**config.mk**
```make
export PLATFORM = sky130hd
export DESIGN_NAME = kbc_output_port
export DESIGN_NICKNAME = d
export VERILOG_FILES = /design/src/rtl/kbc_output_port.sv
export SDC_FILE = /design/constraint.sdc
export NUM_CORES = 1
export LEC_CHECK = 0
export CAP_MARGIN = 20
export CORE_ASPECT_RATIO = 0.75
export CORE_MARGIN = 2
export CORE_UTILIZATION = 25
export CTS_CLUSTER_DIAMETER = 60
export DETAILED_ROUTE_END_ITERATION = 10
export DONT_BUFFER_PORTS = 1
export SLEW_MARGIN = 40
export SYNTH_ARGS = -nofsm -noshare
export SYNTH_HDL_FRONTEND = slang
export SYNTH_SLANG_ARGS = --single-unit
```
**constraint.sdc**
```tcl
create_clock -name clk -period 2.7 [get_ports clk]
set_input_delay 0.54 -clock clk [delete_from_list [all_inputs] [get_ports clk]]
set_output_delay 0.54 -clock clk [all_outputs]
set_load 0.02 [all_outputs]
```
**src/rtl/kbc_output_port.sv**
```systemverilog
module kbc_output_port #(
  parameter int          PULSE_CYCLES = 1200,
  parameter logic [7:0]  RESET_VALUE  = 8'hFF
) (
  input  logic       clk,
  input  logic       rst_n,
  input  logic       wr_en,
  input  logic [7:0] wr_data,
  input  logic       pulse_en,
  input  logic [3:0] pulse_mask,
  input  logic       obf,
  input  logic       ibf,
  output logic [7:0] port_q,
  output logic       busy
);
  localparam int CW = (PULSE_CYCLES < 2) ? 1 : $clog2(PULSE_CYCLES);
  localparam logic [CW-1:0] LAST = CW'(PULSE_CYCLES - 1);
  localparam logic [3:0] NO_PULSE = 4'hF;

  logic [1:0]    hi_q;
  logic [3:0]    lo_q;
  logic [3:0]    drive_lo;
  logic          busy_q;
  logic [CW-1:0] cnt_q;
  logic          wh_v;
  logic [5:0]    wh_d;
  logic          ph_v;
  logic [3:0]    ph_m;

  logic       unused_bits;
  logic [5:0] wr6;
  logic       new_req;
  logic       ending;

  assign unused_bits = ^wr_data[5:4];
  assign wr6     = {wr_data[7:6], wr_data[3:0]};
  assign new_req = pulse_en && (pulse_mask != NO_PULSE);
  assign ending  = busy_q && (cnt_q == '0);

  always_ff @(posedge clk) begin
    if (!rst_n) begin
      hi_q     <= RESET_VALUE[7:6];
      lo_q     <= RESET_VALUE[3:0];
      drive_lo <= '0;
      busy_q   <= 1'b0;
      cnt_q    <= '0;
      wh_v     <= 1'b0;
      wh_d     <= '0;
      ph_v     <= 1'b0;
      ph_m     <= NO_PULSE;
    end else if (busy_q) begin
      if (new_req) begin
        ph_v <= 1'b1;
        ph_m <= pulse_mask;
      end
      if (ending) begin
        busy_q   <= 1'b0;
        drive_lo <= '0;
        wh_v     <= 1'b0;
        if (wr_en)     {hi_q, lo_q} <= wr6;
        else if (wh_v) {hi_q, lo_q} <= wh_d;
      end else begin
        cnt_q <= cnt_q - 1'b1;
        if (wr_en) begin
          wh_v <= 1'b1;
          wh_d <= wr6;
        end
      end
    end else begin
      if (wr_en) {hi_q, lo_q} <= wr6;
      if (ph_v) begin
        busy_q   <= 1'b1;
        cnt_q    <= LAST;
        drive_lo <= ~ph_m;
        ph_v     <= new_req;
        if (new_req) ph_m <= pulse_mask;
      end else if (new_req) begin
        busy_q   <= 1'b1;
        cnt_q    <= LAST;
        drive_lo <= ~pulse_mask;
      end
    end
  end

  assign port_q = {hi_q, ~ibf, obf, lo_q & ~drive_lo};
  assign busy   = busy_q;

  always_comb begin
    if (rst_n) a_r4_count_bound: assert (cnt_q <= LAST);
  end

  a_r4_pulse_starts: assert property (@(posedge clk) disable iff (!rst_n)
    (!busy_q && !ph_v && new_req) |=> (busy && ((port_q[3:0] & ~$past(pulse_mask)) == 4'h0)));

  a_r6_full_mask_nop: assert property (@(posedge clk) disable iff (!rst_n)
    (!busy_q && !ph_v && pulse_en && pulse_mask == NO_PULSE) |=> !busy);

  a_r5_high_bits_steady: assert property (@(posedge clk) disable iff (!rst_n)
    (busy_q && cnt_q != '0) |=> $stable(port_q[7:6]));

  a_r1_idle_write: assert property (@(posedge clk) disable iff (!rst_n)
    (!busy_q && wr_en) |=> (port_q[7:6] == $past(wr_data[7:6])));

  a_r8_gap_before_held: assert property (@(posedge clk) disable iff (!rst_n)
    (ending && (ph_v || new_req)) |=> (!busy ##1 busy));
endmodule

```
# After elaboration in Yosys (flattened, before gate mapping)
# Cells that the tools add are included.
[totals] regBits=34 out_inout_bits=9
[op_classes] addsub=1 eq_ne=5 mux=30 bitwise_logic=6 n_reduce_logical=12
[ops] op="$mux 4" n=12
[ops] op="$mux 11" n=4
[ops] op="$not 4->4" n=3
[ops] op="$logic_not 11->1" n=1
[ops] op="$sub 11x1->11 const B" n=1
[ops] op="$mux 2" n=5
[ops] op="$mux 1" n=9
[ops] op="$reduce_and 2->1" n=3
[ops] op="$reduce_and 3->1" n=2
[ops] op="$reduce_bool 2->1" n=3
[ops] op="$and 4x4->4" n=1
[ops] op="$ne 2x1->1 const B" n=2
[ops] op="$ne 4x4->1 const B" n=1
[ops] op="$ne 3x3->1 const B" n=1
[ops] op="$reduce_bool 3->1" n=1
[ops] op="$logic_and 1x1->1" n=2
[ops] op="$ne 2x2->1 const B" n=1
[ops] op="$not 1->1" n=2

# Depth between registers and ports, before layout
[logic_depth] ltp_word=5 ltp_mapped=7

# Worst setup path after synthesis
# Ideal clock, no wire load.
[synth_path] kind="register to register" from="register cnt_q[0]" to="register drive_lo[0]" arrival_time_ns=1.759 path_slack_ns=0.823 path_stages_with_launch=7 n_path_buf=0 period_less_slack_ns=1.877 cell_sequence="dfxtp_1 > inv_1 > ha_1 > or4b_4 > o31ai_4 > nand2_2 > a32o_1"
[synth_via] elab_chain_cells=4
[synth_lines] element="from (decl)" line_no="24" source="logic [CW-1:0] cnt_q;"
[synth_lines] element="from (signal assigned)" line_no="63" source="cnt_q <= cnt_q - 1'b1;"
[synth_lines] element="$logic_not 11->1" line_no="38" source="assign ending = busy_q && (cnt_q == '0);"
[synth_lines] element="$logic_and 1x1->1" line_no="38"
[synth_lines] element="$ne 2x1->1 (no line)"
[synth_lines] element="$reduce_and 2->1 (no line)"
[synth_lines] element="to (signal assigned)" line_no="74" source="drive_lo <= ~ph_m;"
[synth_lines] element="to (signal assigned)" line_no="80" source="drive_lo <= ~pulse_mask;"
[synth_lines] element="to (decl)" line_no="22" source="logic [3:0] drive_lo;"
# No other way between the ends.
# A chain may end at the register's enable or synchronous reset.

# Final worst setup path
[layout_path] from="register cnt_q[0]" to="register cnt_q[9]"
[layout_via] elab_chain_cells=4 elab_cells_between_ends=7 cone_classes="add/sub: 1; eq/ne: 1; mux: 2; reduce/logical: 3"
[layout_lines] element="branches (longest 4 deep; another with $sub 11x1->11)"
# Parallel ways; which one is timed is not known. The select of a mux whose other input is x is not followed.

==> metrics <==
Longest Clk Path Bufs 2; MaxCap Viol Count 0; Via density 5.11; row count 26; slew margin rel. 58.6%; fmax 471 MHz; top cells by area, synth dfxtp_1 40%, mux2i_1 9.4%, nor2_1 3.5%; Clock Latency Late Sink 0.29 ns; initial core utilization 25.4%; Clock transition at path regs 0.08 ns; clock sinks 34; Syn Inst Count 179; Final Net Count 199; min-delay worst type in2reg; Worst VDD drop 0.000197 V; Crit. End Element flip-flop; Post-Route Setup TNS 0 ns; Final period util 78.6%; sequential area share after synthesis 39.9%; DR vias 1355; Syn Area/Cell 9.52 um^2; I/O pin total 27; mapped cell area 1700 um^2; power per cell area 711 nW/um^2; status finished clean; Synth warnings 0; Hold Fails Final Rpt 0; area delta synth->final 11.2%; Worst Path Max Fanout 9; ys async rst share 0%; WL per Instance 15.0 um; area post-placement 1790 um^2; EDFF count, synth 0; Remaining DRCs 0; switching pwr 413 uW; Post-CTS Setup Inserts 0; drt total wl 3980 um; initial DRC count 85; Leak 0.000683 uW; cts bufs inserted 5; layout cells sized above 1 12.7%; Finished Cell Area 1890 um^2; startpoint types flip-flop; placer congestion estimate 0.735; core footprint 6700 um^2; power share of the combinational group 21.5%; Final min period 2.12 ns; Remaining Overflow, GRT 0; Die ar. 7500 um^2; clock power share 34.7%; vias in the first global route 1235; Resize count post-CTS 0; critical path class reg2reg; sw frac 30.7%; ys flop type dfxtp_1; Die Span Y 75.5 um; Worst EP required 2.88 ns; TritonCTS clock tree done; WP data arrival 2.30 ns; root buffer cell clkbuf_8; Worst Tran Pin Value 0.619 ns; FF+latch count, synth 34; register share of total power 43.9%; Post-CTS Hold Buffers 0; Synth area leader dfxtp_1; Max Slew Vio Count 0; P_int 934 uW; DRT Pass-1 Iters 6; pin count of the biggest net entering global routing 18; Mapped Nets 198; gr usage total 11.1%; post-route ant nets 0; post-synth top area share 39.9%; Port Buf Inserts 0; first-pass GRT wire length 6430 um; antenna violations before repair 0; Min Hold Slack 0.318 ns; Die Wd 99.3 um; Clock H-tree levels 2; Worst Skew 0.00673 ns; Synth cell types 48; unrepaired setup endpoints after global routing false; Ant. Diodes 0; Post-DP HPWL 2820 um; Final setup viols 0
## flip-flops by register name (all words and copies together), names as in the netlist, 2 cells and up
| name | flops |
|---|---|
| lo_q | 4 |
| wh_d | 6 |
| hi_q | 2 |
| cnt_q | 11 |
| ph_m | 4 |
| drive_lo | 4 |
## cells in the mapped netlist, drive strengths merged (2+ instances only)
master,n
dfxtp,34
mux2i,16
nor2,16
nand2,13
inv,8
a211oi,7
clkbuf,7
a21oi,6
a31oi,6
a41oi,6
o31ai,6
buf,5
nor2b,5
nor3,5
or4,5
a32o,4
o2bb2ai,4
nand4,3
nand3,2
nor4,2
o21ai,2
or3,2
## layer usage
layer	routed length, um	track usage, %
met5	0	0
met4	12	2.74
met3	348	5.23
met2	1490	14.4
met1	2130	16.2
## layout make-up
type,instances,area [um^2]
Timing Repair Buffer,6,45.0
Tap cell,84,105
Sequential cell,34,681
Multi-Input combinational cell,125,925
Inverter,8,30.0
Clock buffer,5,68.8
Fill cell,697,4810
Clock inverter,3,40.0
## placed cells by master (no fill, tap or decap), types with 2 or more instances in the layout
| cell type | synthesis | layout |
|---|---|---|
| nor2_1 | 16 | 16 |
| mux2i_1 | 16 | 16 |
| clkbuf_8 | 0 | 5 |
| dfxtp_1 | 34 | 34 |
| nand3_1 | 2 | 2 |
| nor3_1 | 5 | 5 |
| nor2b_1 | 5 | 5 |
| clkinv_2 | 0 | 2 |
| a211oi_1 | 6 | 6 |
| o31ai_1 | 5 | 5 |
| a31oi_1 | 5 | 5 |
| or4_1 | 5 | 5 |
| buf_4 | 1 | 6 |
| nand4_1 | 3 | 3 |
| a41oi_1 | 4 | 4 |
| or3_1 | 2 | 2 |
| nand2_1 | 12 | 12 |
| a21oi_1 | 6 | 6 |
| inv_1 | 8 | 8 |
| o2bb2ai_1 | 4 | 4 |
| a32o_1 | 4 | 4 |
| a41oi_2 | 2 | 2 |
## worst max-delay path: stages (launching register included)
cell and delay (ns):
dfxtp_1 0.33, inv_1 0.08, ha_1 0.21, or4b_4 0.52, nor4_4 0.41, buf_4 0.24, nor4_1 0.06, o21ba_1 0.16
## worst paths after layout
check             startpoint        to  slack, ns  cells after the start
setup / recovery    cnt_q[0]  cnt_q[9]       0.58                      7
hold / removal         rst_n   ph_m[2]       0.32                      1
setup reg to reg    cnt_q[0]  cnt_q[9]       0.58                      7
hold reg to reg      ph_m[1]   ph_m[1]       0.48                      2
## metrics by stage
stage	setup slack (ns)	utilization, %	total power, uW	std cells
global route	0.426	28.3	1420	265
CTS	0.580	28.3	1360	265
detailed placement	0.595	26.6	890	257
global placement	0.617	26.6	882	257
finish	0.577	28.3	1350	265
floorplan	0.823	-	836	179
## cells by family after synthesis
group                      after synthesis  synth area share [%]
AOI/OAI and AO/OA                       50                  24.9
adders and majority gates                2                  1.32
buffers and inverters                   20                  5.80
DFF                                     34                  39.9
muxes                                   16                  9.40
and+or+nand+nor                         57                  18.6
## power groups by stage
stage | registers [uW] | clock network (uW) | logic [uW]
after global placement | 600 | 0 | 282
after CTS | 590 | 478 | 290
final | 591 | 467 | 289
after global routing | 597 | 499 | 321
after detailed placement | 601 | 0 | 289
after floorplan | 592 | 0 | 243
Power figures use the tool's default switching activity.
